$ cat src/rtl/tick64_pkg.sv
package tick64_pkg;

    localparam int REG_W      = 32;
    localparam int STATUS_BIT = 31;
    localparam int ENABLE_BIT = 0;

    typedef enum logic [1:0] {
        SEL_NONE = 2'd0,
        SEL_CTRL = 2'd1,
        SEL_LOW  = 2'd2,
        SEL_HIGH = 2'd3
    } reg_sel_e;

endpackage

$ cat src/rtl/tick64_decode.sv
module tick64_decode
    import tick64_pkg::*;
#(
    parameter int                ADDR_W    = 12,
    parameter logic [ADDR_W-1:0] CTRL_ADDR = 12'h103,
    parameter logic [ADDR_W-1:0] LOW_ADDR  = 12'h104,
    parameter logic [ADDR_W-1:0] HIGH_ADDR = 12'h105
) (
    input  logic [ADDR_W-1:0] addr,
    output reg_sel_e          sel
);

    always_comb begin
        if (addr == CTRL_ADDR) begin
            sel = SEL_CTRL;
        end else if (addr == LOW_ADDR) begin
            sel = SEL_LOW;
        end else if (addr == HIGH_ADDR) begin
            sel = SEL_HIGH;
        end else begin
            sel = SEL_NONE;
        end
    end

endmodule

$ cat src/rtl/tick64_counter.sv
module tick64_counter #(
    parameter int CNT_W = 64
) (
    input  logic             clk,
    input  logic             rst_n,
    input  logic             en_wr,
    input  logic             en_wval,
    output logic [CNT_W-1:0] count,
    output logic             enabled
);

    typedef struct packed {
        logic [CNT_W-1:0] cnt;
        logic             en;
    } cnt_state_t;

    cnt_state_t st_d, st_q;

    always_comb begin
        st_d = st_q;
        if (st_q.en) begin
            st_d.cnt = st_q.cnt + CNT_W'(1);
        end
        if (en_wr) begin
            st_d.en = en_wval;
        end
    end

    always_ff @(posedge clk or negedge rst_n) begin
        if (!rst_n) begin
            st_q <= '0;
        end else begin
            st_q <= st_d;
        end
    end

    assign count   = st_q.cnt;
    assign enabled = st_q.en;

endmodule

$ cat src/rtl/tick64_read_tracker.sv
module tick64_read_tracker #(
    parameter int HALF_W = 32
) (
    input  logic              clk,
    input  logic              rst_n,
    input  logic              low_rd,
    input  logic              high_rd,
    input  logic              trap,
    input  logic [HALF_W-1:0] hi_now,
    output logic              valid,
    output logic              window_open
);

    typedef struct packed {
        logic              open;
        logic              ok;
        logic [HALF_W-1:0] snap;
    } trk_state_t;

    trk_state_t st_d, st_q;

    always_comb begin
        st_d = st_q;
        if (low_rd) begin
            // a fresh window forgets any earlier tear
            st_d.open = 1'b1;
            st_d.ok   = 1'b1;
            st_d.snap = hi_now;
        end else begin
            if (trap && st_q.open) begin
                st_d.ok = 1'b0;
            end
            if (high_rd) begin
                if (!st_q.open || (hi_now != st_q.snap)) begin
                    st_d.ok = 1'b0;
                end
                st_d.open = 1'b0;
            end
        end
    end

    always_ff @(posedge clk or negedge rst_n) begin
        if (!rst_n) begin
            st_q <= '0;
        end else begin
            st_q <= st_d;
        end
    end

    assign valid       = st_q.ok;
    assign window_open = st_q.open;

endmodule

$ cat src/rtl/tick64_split_read.sv
module tick64_split_read
    import tick64_pkg::*;
#(
    parameter int                CNT_W     = 64,
    parameter int                ADDR_W    = 12,
    parameter logic [ADDR_W-1:0] CTRL_ADDR = 12'h103,
    parameter logic [ADDR_W-1:0] LOW_ADDR  = 12'h104,
    parameter logic [ADDR_W-1:0] HIGH_ADDR = 12'h105
) (
    input  logic              clk,
    input  logic              rst_n,
    input  logic [ADDR_W-1:0] reg_addr,
    input  logic              reg_rd,
    input  logic              reg_wr,
    input  logic [31:0]       reg_wdata,
    output logic [31:0]       reg_rdata,
    input  logic              trap_taken
);

    localparam int HALF_W = CNT_W / 2;

    reg_sel_e         sel;
    logic [CNT_W-1:0] cnt_val;
    logic             en_val;
    logic             ok_val;
    logic             open_val;
    logic             low_rd;
    logic             high_rd;
    logic             ctrl_wr;

    tick64_decode #(
        .ADDR_W   (ADDR_W),
        .CTRL_ADDR(CTRL_ADDR),
        .LOW_ADDR (LOW_ADDR),
        .HIGH_ADDR(HIGH_ADDR)
    ) u_decode (
        .addr(reg_addr),
        .sel (sel)
    );

    assign low_rd  = reg_rd && (sel == SEL_LOW);
    assign high_rd = reg_rd && (sel == SEL_HIGH);
    assign ctrl_wr = reg_wr && (sel == SEL_CTRL);

    tick64_counter #(
        .CNT_W(CNT_W)
    ) u_counter (
        .clk    (clk),
        .rst_n  (rst_n),
        .en_wr  (ctrl_wr),
        .en_wval(reg_wdata[ENABLE_BIT]),
        .count  (cnt_val),
        .enabled(en_val)
    );

    tick64_read_tracker #(
        .HALF_W(HALF_W)
    ) u_tracker (
        .clk        (clk),
        .rst_n      (rst_n),
        .low_rd     (low_rd),
        .high_rd    (high_rd),
        .trap       (trap_taken),
        .hi_now     (cnt_val[CNT_W-1:HALF_W]),
        .valid      (ok_val),
        .window_open(open_val)
    );

    always_comb begin
        reg_rdata = '0;
        case (sel)
            SEL_CTRL: begin
                reg_rdata[STATUS_BIT] = ok_val;
                reg_rdata[ENABLE_BIT] = en_val;
            end
            SEL_LOW:  reg_rdata = REG_W'(cnt_val[HALF_W-1:0]);
            SEL_HIGH: reg_rdata = REG_W'(cnt_val[CNT_W-1:HALF_W]);
            default:  reg_rdata = '0;
        endcase
    end

endmodule

$ cat config.mk
export PLATFORM = sky130hd
export DESIGN_NAME = tick64_split_read
export DESIGN_NICKNAME = d
export VERILOG_FILES = /design/src/rtl/tick64_pkg.sv /design/src/rtl/tick64_decode.sv /design/src/rtl/tick64_counter.sv /design/src/rtl/tick64_read_tracker.sv /design/src/rtl/tick64_split_read.sv
export SDC_FILE = /design/constraint.sdc
export NUM_CORES = 1
export LEC_CHECK = 0
export BUFFER_PORTS_ARGS = -buffer_cell sky130_fd_sc_hd__buf_4
export CAP_MARGIN = 20
export CORE_MARGIN = 2
export CORE_UTILIZATION = 53
export CTS_BUF_LIST = sky130_fd_sc_hd__clkbuf_4
export CTS_CLUSTER_SIZE = 14
export DETAILED_ROUTE_END_ITERATION = 12
export PLACE_DENSITY = 0.79
export SYNTH_ARGS = -nofsm -noshare
export SYNTH_HDL_FRONTEND = slang
export SYNTH_SLANG_ARGS = --single-unit
$ cat constraint.sdc
create_clock -name clk -period 2.1 [get_ports clk]
set_input_delay 0.42 -clock clk [delete_from_list [all_inputs] [get_ports clk]]
set_output_delay 0.42 -clock clk [all_outputs]
set_load 0.005 [all_outputs]
==> metrics.txt, run 1 <==
GRT Util Overall=roughly 24%; via count=between 3k and 4k; Slew @ Worst Pin=0.535 ns; layout cells sized above 1=26.5%; PortBufs=49; final core occ=approximately 64%; Pleak=between 0.002 and 0.003 uW; ANT cells=0; mux cell area share after synthesis=12.4%; ranking of synthesized cells by area=dfrtp_1 (48%), xnor2_1 (11%), mux2_2 (6.3%); # IOs=roughly 80; Buf/Inv on CP=0; Max Clk Rate=~500 MHz; Slew headroom=64.3%; register area share after synthesis=47.6%; most common flop cell mapped by yosys=dfrtp_1; Final period util=around 95%; drt first pass iters=4; Min Clock Period, post-route=2.00 ns; initial antenna violation count=0; CTS Buffer Depth=2; die area=10600 um^2; vias in the first global route=between 3k and 4k; CP cell instances=nand4_4 > or4_4 > or4_4 > nor2_2 > xor2_1; CP peak stage delay=0.58 ns; top cell type's share of synthesized area=between 40% and 50%; post-synth top area cell=dfrtp_1; clk slew on worst S/H paths=about 0.15 ns; post-synthesis compound-gate area fraction=less than 1%; asr flop ratio synth=100%; warnings from Yosys=0; WS Path Type=flop to flop; syn_area_per_cell=10.4 um^2; Post-DP HPWL=9.03 mm; Synth Area in XOR/XNOR=16.0%; first-pass GRT wire length=19.5 mm; post-route ant nets=0; Netlist cell types=32; H-tree depth=3; Final GP Congestion=0.918; CP delay by family, top=simple AND/OR/NAND/NOR gates; TritonCTS Buffers=9; CTS tree=done; DIE HEIGHT=between 100 and 150 um; count leader, synth=dfrtp_1; Commonest cells post-synth=dfrtp_1 (99), xnor2_1 (63), nor2_1 (51); outcome=finished, final reports clean; filler instances=781; Hold Vio Cnt, Final=0; max cap viols=0; syn nets=552; 1st-iter DRT viols=277; core area=9640 um^2; DRC=0; nets@finish=626; later-pin clock latency in the skew report=approximately 0.45 ns; CP Data Required Time=between 2 and 2.5 ns; gate count of the mapped netlist=502; global route total overflow=0; simple-gate share of the synthesized area=20.2%; final setup fails=0; drt via density=5.53; largest net degree at the start of global routing=43; area grow syn2layout=18.3%; CP most frequent cell=or4_4; crit-path max FO=4; # clock sinks=99; peak supply drop=385 uV; Routed met2 length=between 5 and 6 mm; #FFs+latches synth=99; synthesized area=5200 um^2; Arr. time, crit path=between 2 and 2.5 ns; clk_skew=0.0168 ns; PD cells=477 nW/um^2; unrepaired setup endpoints after global routing=yes; CP Capture Type=flop; metal1 wirelength=5.25 mm; EDFF count, synth=0; num rows=36; routed length per instance=16.6 um; final WL=11.8 mm; total power after layout=2940 uW; Starting Density=between 50% and 60%; met3 wire length=326 um; Max stage delay cell, worst path=or4_4; Die Span X=~100 um; critical path launch point type=flop; main combinational cell family by area after synthesis=simple AND/OR/NAND/NOR gates; post-synthesis adder-cell area fraction=0.240%; worst hold path type=input pin to flop; root buffer cell=clkbuf_4; Final Max Tran Viols=0; top sig layer=met4
## power by group
group | leakage (uW) | internal [uW] | switching [uW]
Clock | 0.0000619 | 252 | 657
Combinational | 0.00148 | 48.8 | 67.5
Sequential | 0.00138 | 1910 | 1.71
## stage by stage
step / worst slack [ns] / TNS (ns) / hold WS (ns) / instance area (um^2) / cells
floorplan: 0.0926 / 0 / 0.124 / 5200 / 502
finish: 0.102 / 0 / 0.220 / 6160 / 714
global placement: 0.0529 / 0 / 0.433 / 5980 / 697
global route: -0.0190 / -0.0283 / 0.221 / 6160 / 714
CTS: 0.00381 / 0 / 0.205 / 6120 / 714
detailed placement: -0.0295 / -0.0530 / 0.440 / 5980 / 697
## worst register-to-register path, delay by kind of cell, from the launching register on
| kind | cells | cell delay [ns] |
|---|---|---|
| flops | 1 | 0.48 |
| simple gates | 4 | 1.32 |
| xor+xnor | 1 | 0.15 |
## sequential cells by signal, indices dropped and copies added (netlist names)
signal and flops:
u_tracker.window_open 1, u_counter.count 64, u_counter.enabled 1, u_tracker.st_q 32, u_tracker.valid 1
## kinds of logic after synthesis
| group | count (synthesis) |
|---|---|
| flip-flops | 99 |
| buffers and inverters | 40 |
| multiplexers | 61 |
| AO/OA/AOI/OAI | 7 |
| AND/OR/NAND/NOR | 199 |
| adder cells (fa/ha/maj) | 1 |
| XOR/XNOR | 95 |
## area by class of cell
cell class | count | area [um^2] | area share (%)
clock buffers | 9 | 67.6 | 1.10
clock inverters | 7 | 52.6 | 0.853
inverters | 11 | 41.3 | 0.671
multi-input cells | 363 | 2620 | 42.5
flip-flops and latches | 99 | 2480 | 40.3
well taps | 133 | 166 | 2.70
repair buffers | 92 | 734 | 11.9
## layout by cell type (no fill, tap or decap), types with 3 or more instances in the layout
master,instances
and3_1,4
and4_1,5
buf_12,3
buf_4,87
clkbuf_4,9
dfrtp_1,98
inv_1,11
mux2_2,29
mux2i_1,32
nand2_1,33
nand3_1,28
nand4_1,30
nor2_1,51
nor2_2,3
nor3_1,18
nor4_1,7
nor4_2,4
o21ai_0,7
xnor2_1,63
xor2_1,32
## per-layer routing
| metal | GRT usage [%] | vias up |
|---|---|---|
| met4 | 11.5 | 0 |
| met1 | 32.3 | 1946 |
| met3 | 2.85 | 32 |
| li1 | - | 1886 |
| met2 | 39.8 | 83 |
| met5 | 0 | - |
## final timing paths
path,start,endpoint,slack (ns),depth (start not counted)
setup / recovery,u_counter.count[7]$_DFFE_PN0P_,u_counter.count[28]$_DFFE_PN0P_,0.10,5
hold / removal,reg_wdata[0],u_counter.enabled$_DFFE_PN0P_,0.22,2
setup reg to reg,u_counter.count[7]$_DFFE_PN0P_,u_counter.count[28]$_DFFE_PN0P_,0.10,5
hold reg to reg,u_counter.count[30]$_DFFE_PN0P_,u_counter.count[30]$_DFFE_PN0P_,0.51,1
max in group asynchronous,rst_n,u_tracker.st_q[0]$_DFFE_PN0P_,0.96,3
min in group asynchronous,rst_n,u_counter.count[34]$_DFFE_PN0P_,0.47,2
## timing repair
item / 4_1_cts / 5_1_grt
hold endpoints to repair: 38 / 0
gates resized for setup: 1 / 8
pin swaps: 0 / 2
buffers inserted: 0 / 0
endpoints found under the setup margin: 2 / 46
hold buffers: 1 / 0
Power figures use the tool's default switching activity.
==> run 2: changes to the inputs <==
ABC_AREA = 1   (was not set)
CORE_UTILIZATION = 60   (was 53)
PLACE_DENSITY = 0.84   (was 0.79)
clock period = 1.91 ns   (was 2.1 ns; I/O delays follow)
==> metrics.txt, run 2 <==
outcome=complete, but fails checks; failing checks=setup timing; final setup fails=33; vias in the first global route=5849; Hold Vio Cnt, Final=0; # clock sinks=99; #FFs+latches synth=just under 100; Slew headroom=61.7%; Final period util=115%; final WL=20.3 mm; Arr. time, crit path=1.80 ns; asr flop ratio synth=100%; initial antenna violation count=0; ANT cells=0; drt via density=~6.0; DRC=0; GRT Util Overall=between 30% and 40%; crit path from=reg_addr[5]; CP Capture Point=reg_rdata[6]; via count=6303; count leader, synth=nand2_1; PortBufs=49; Slew @ Worst Pin=0.570 ns; most common flop cell mapped by yosys=dfrtp_1; critical path launch point type=input pin; drt first pass iters=6; Commonest cells post-synth=nand2_1 (240), inv_1 (112), dfrtp_1 (99); gate count of the mapped netlist=817; PD cells=516 nW/um^2; routed length per instance=19.2 um; first-pass GRT wire length=between 20 and 30 mm; warnings from Yosys=0; R2R cell count=7; final setup margin=-0.277 ns; top cell type's share of synthesized area=41.3%; H-tree depth=3; clk slew on worst S/H paths=0.17 ns; dpl cell area=6700 um^2; TritonCTS Buffers=9; Starting Density=61.7%; Post-DP HPWL=13.1 mm; die area=10800 um^2; # IOs=81; post-synth top area cell=dfrtp_1; clk_skew=0.0233 ns; DIE HEIGHT=104 um; CTS Buffer Depth=2; register area share after synthesis=41.3%; Final GP Congestion=1.00; Max Clk Rate=457 MHz; Min Clock Period, post-route=between 2 and 2.5 ns; post-route ant nets=0; R2R Path Start=u_counter.count[40]$_DFFE_PN0P_; max cap viols=0; syn nets=867; core area=around 9700 um^2; Die Span X=104 um; worst hold path type=input pin to flop; RR Endpoint=u_counter.count[48]$_DFFE_PN0P_; layout cells sized above 1=26.2%; FF-to-FF setup slack=-0.18 ns; filler instances=681; ranking of synthesized cells by area=dfrtp_1 (41%), nand2_1 (15%), inv_1 (7.0%); most frequent cells in the layout=nand2_1 (213), inv_1 (103), dfrtp_1 (91); area grow syn2layout=24.8%; nets@finish=971; CTS tree=done; root buffer cell=clkbuf_4; 1st-iter DRT viols=602; WHS=0.0929 ns; most common cell after layout, fill and taps aside=nand2_1; synthesized area=6010 um^2; Pleak=between 0.003 and 0.004 uW; global route total overflow=0; CP Capture Type=primary output; crit-path max FO=6; Largest register FFs=64; Netlist cell types=35; syn_area_per_cell=7.35 um^2; Design Area, Final=7490 um^2; largest net degree at the start of global routing=100; num rows=36; peak supply drop=841 uV; Final Max Tran Viols=0; WS Path Type=input pin to primary output; later-pin clock latency in the skew report=0.53 ns; CP Data Required Time=1.53 ns; unrepaired setup endpoints after global routing=yes; EDFF count, synth=0
[run 2: how the worst min path moves through the flow]
| stage | startpoint | endpoint | depth (start not counted) | slack (ns) |
|---|---|---|---|---|
| after floorplan | rst_n | u_counter.count[0]$_DFFE_PN0P_ | 0 | 0.09 |
| after global routing | reg_rd | u_tracker.window_open$_DFFE_PN0P_ | 3 | 0.1 |
| final | reg_rd | u_tracker.window_open$_DFFE_PN0P_ | 3 | 0.09 |
| after CTS | reg_rd | u_tracker.window_open$_DFFE_PN0P_ | 3 | 0.09 |
| after detailed placement | rst_n | u_tracker.st_q[0]$_DFFE_PN0P_ | 2 | 0.48 |
| after global placement | rst_n | u_tracker.st_q[5]$_DFFE_PN0P_ | 2 | 0.48 |
[run 2: layout make-up]
class / count / area, um^2 / share of cell area [%]
Clock buffer: 9 / 67.6 / 0.902
Clock inverter: 7 / 68.8 / 0.919
Inverter: 118 / 458 / 6.11
Multi-Input combinational cell: 586 / 3290 / 44.0
Sequential cell: 99 / 2490 / 33.2
Tap cell: 133 / 166 / 2.22
Timing Repair Buffer: 107 / 950 / 12.7
[run 2: logic make-up after synthesis]
kind of cell | count (synthesis) | synth area share (%)
AND/OR/NAND/NOR | 451 | 35.0
XOR/XNOR | 60 | 8.75
flip-flops | 99 | 41.3
adder cells (fa/ha/maj) | 1 | 0.208
AO/OA/AOI/OAI | 74 | 6.35
buffers and inverters | 132 | 8.40
[run 2: timing repair]
action                                 in CTS  in global routing
pin swaps                                   8                 11
endpoints found under the hold margin      99                  0
gates cloned                                2                  1
gates resized for setup                    68                 75
buffers inserted                           19                 17
setup endpoints to repair                  32                 87
hold buffers                                1                  0
[run 2: report_power, final]
| group | switching (uW) | total [uW] | internal (uW) |
|---|---|---|---|
| clock network | 766 | 1160 | 393 |
| registers | 117 | 2290 | 2170 |
| logic | 230 | 418 | 188 |
| total | 1110 | 3870 | 2750 |
[run 2: through the flow]
stage	setup TNS [ns]	utilization [%]	worst slack [ns]	cells	power (uW)
finish	-6.62	77.0	-0.277	1059	3870
global route	-9.81	77.0	-0.350	1059	4020
CTS	-4.15	73.2	-0.186	1044	3790
detailed placement	-4.72	68.9	-0.242	1007	2640
global placement	-3.43	68.9	-0.165	1007	2610
floorplan	0	-	0.208	817	2500
[run 2: routing by layer]
metal	GRT usage [%]	routed length (um)	up-vias	share of wire, %
met4	14.1	1560	0	7.7
met1	45.3	7310	2922	36
met2	57.0	9330	448	46
met5	0	0	-	0
li1	-	-	2783	-
met3	8.15	2100	150	10
[run 2: worst max-delay path: stages]
cell	delay, ns
buf_6	0.10
inv_4	0.05
nand4_1	0.10
nor2_2	0.15
nand4_1	0.20
nor2_4	0.19
buf_6	0.17
buf_6	0.15
nand2_1	0.07
o21ai_1	0.11
buf_4	0.15
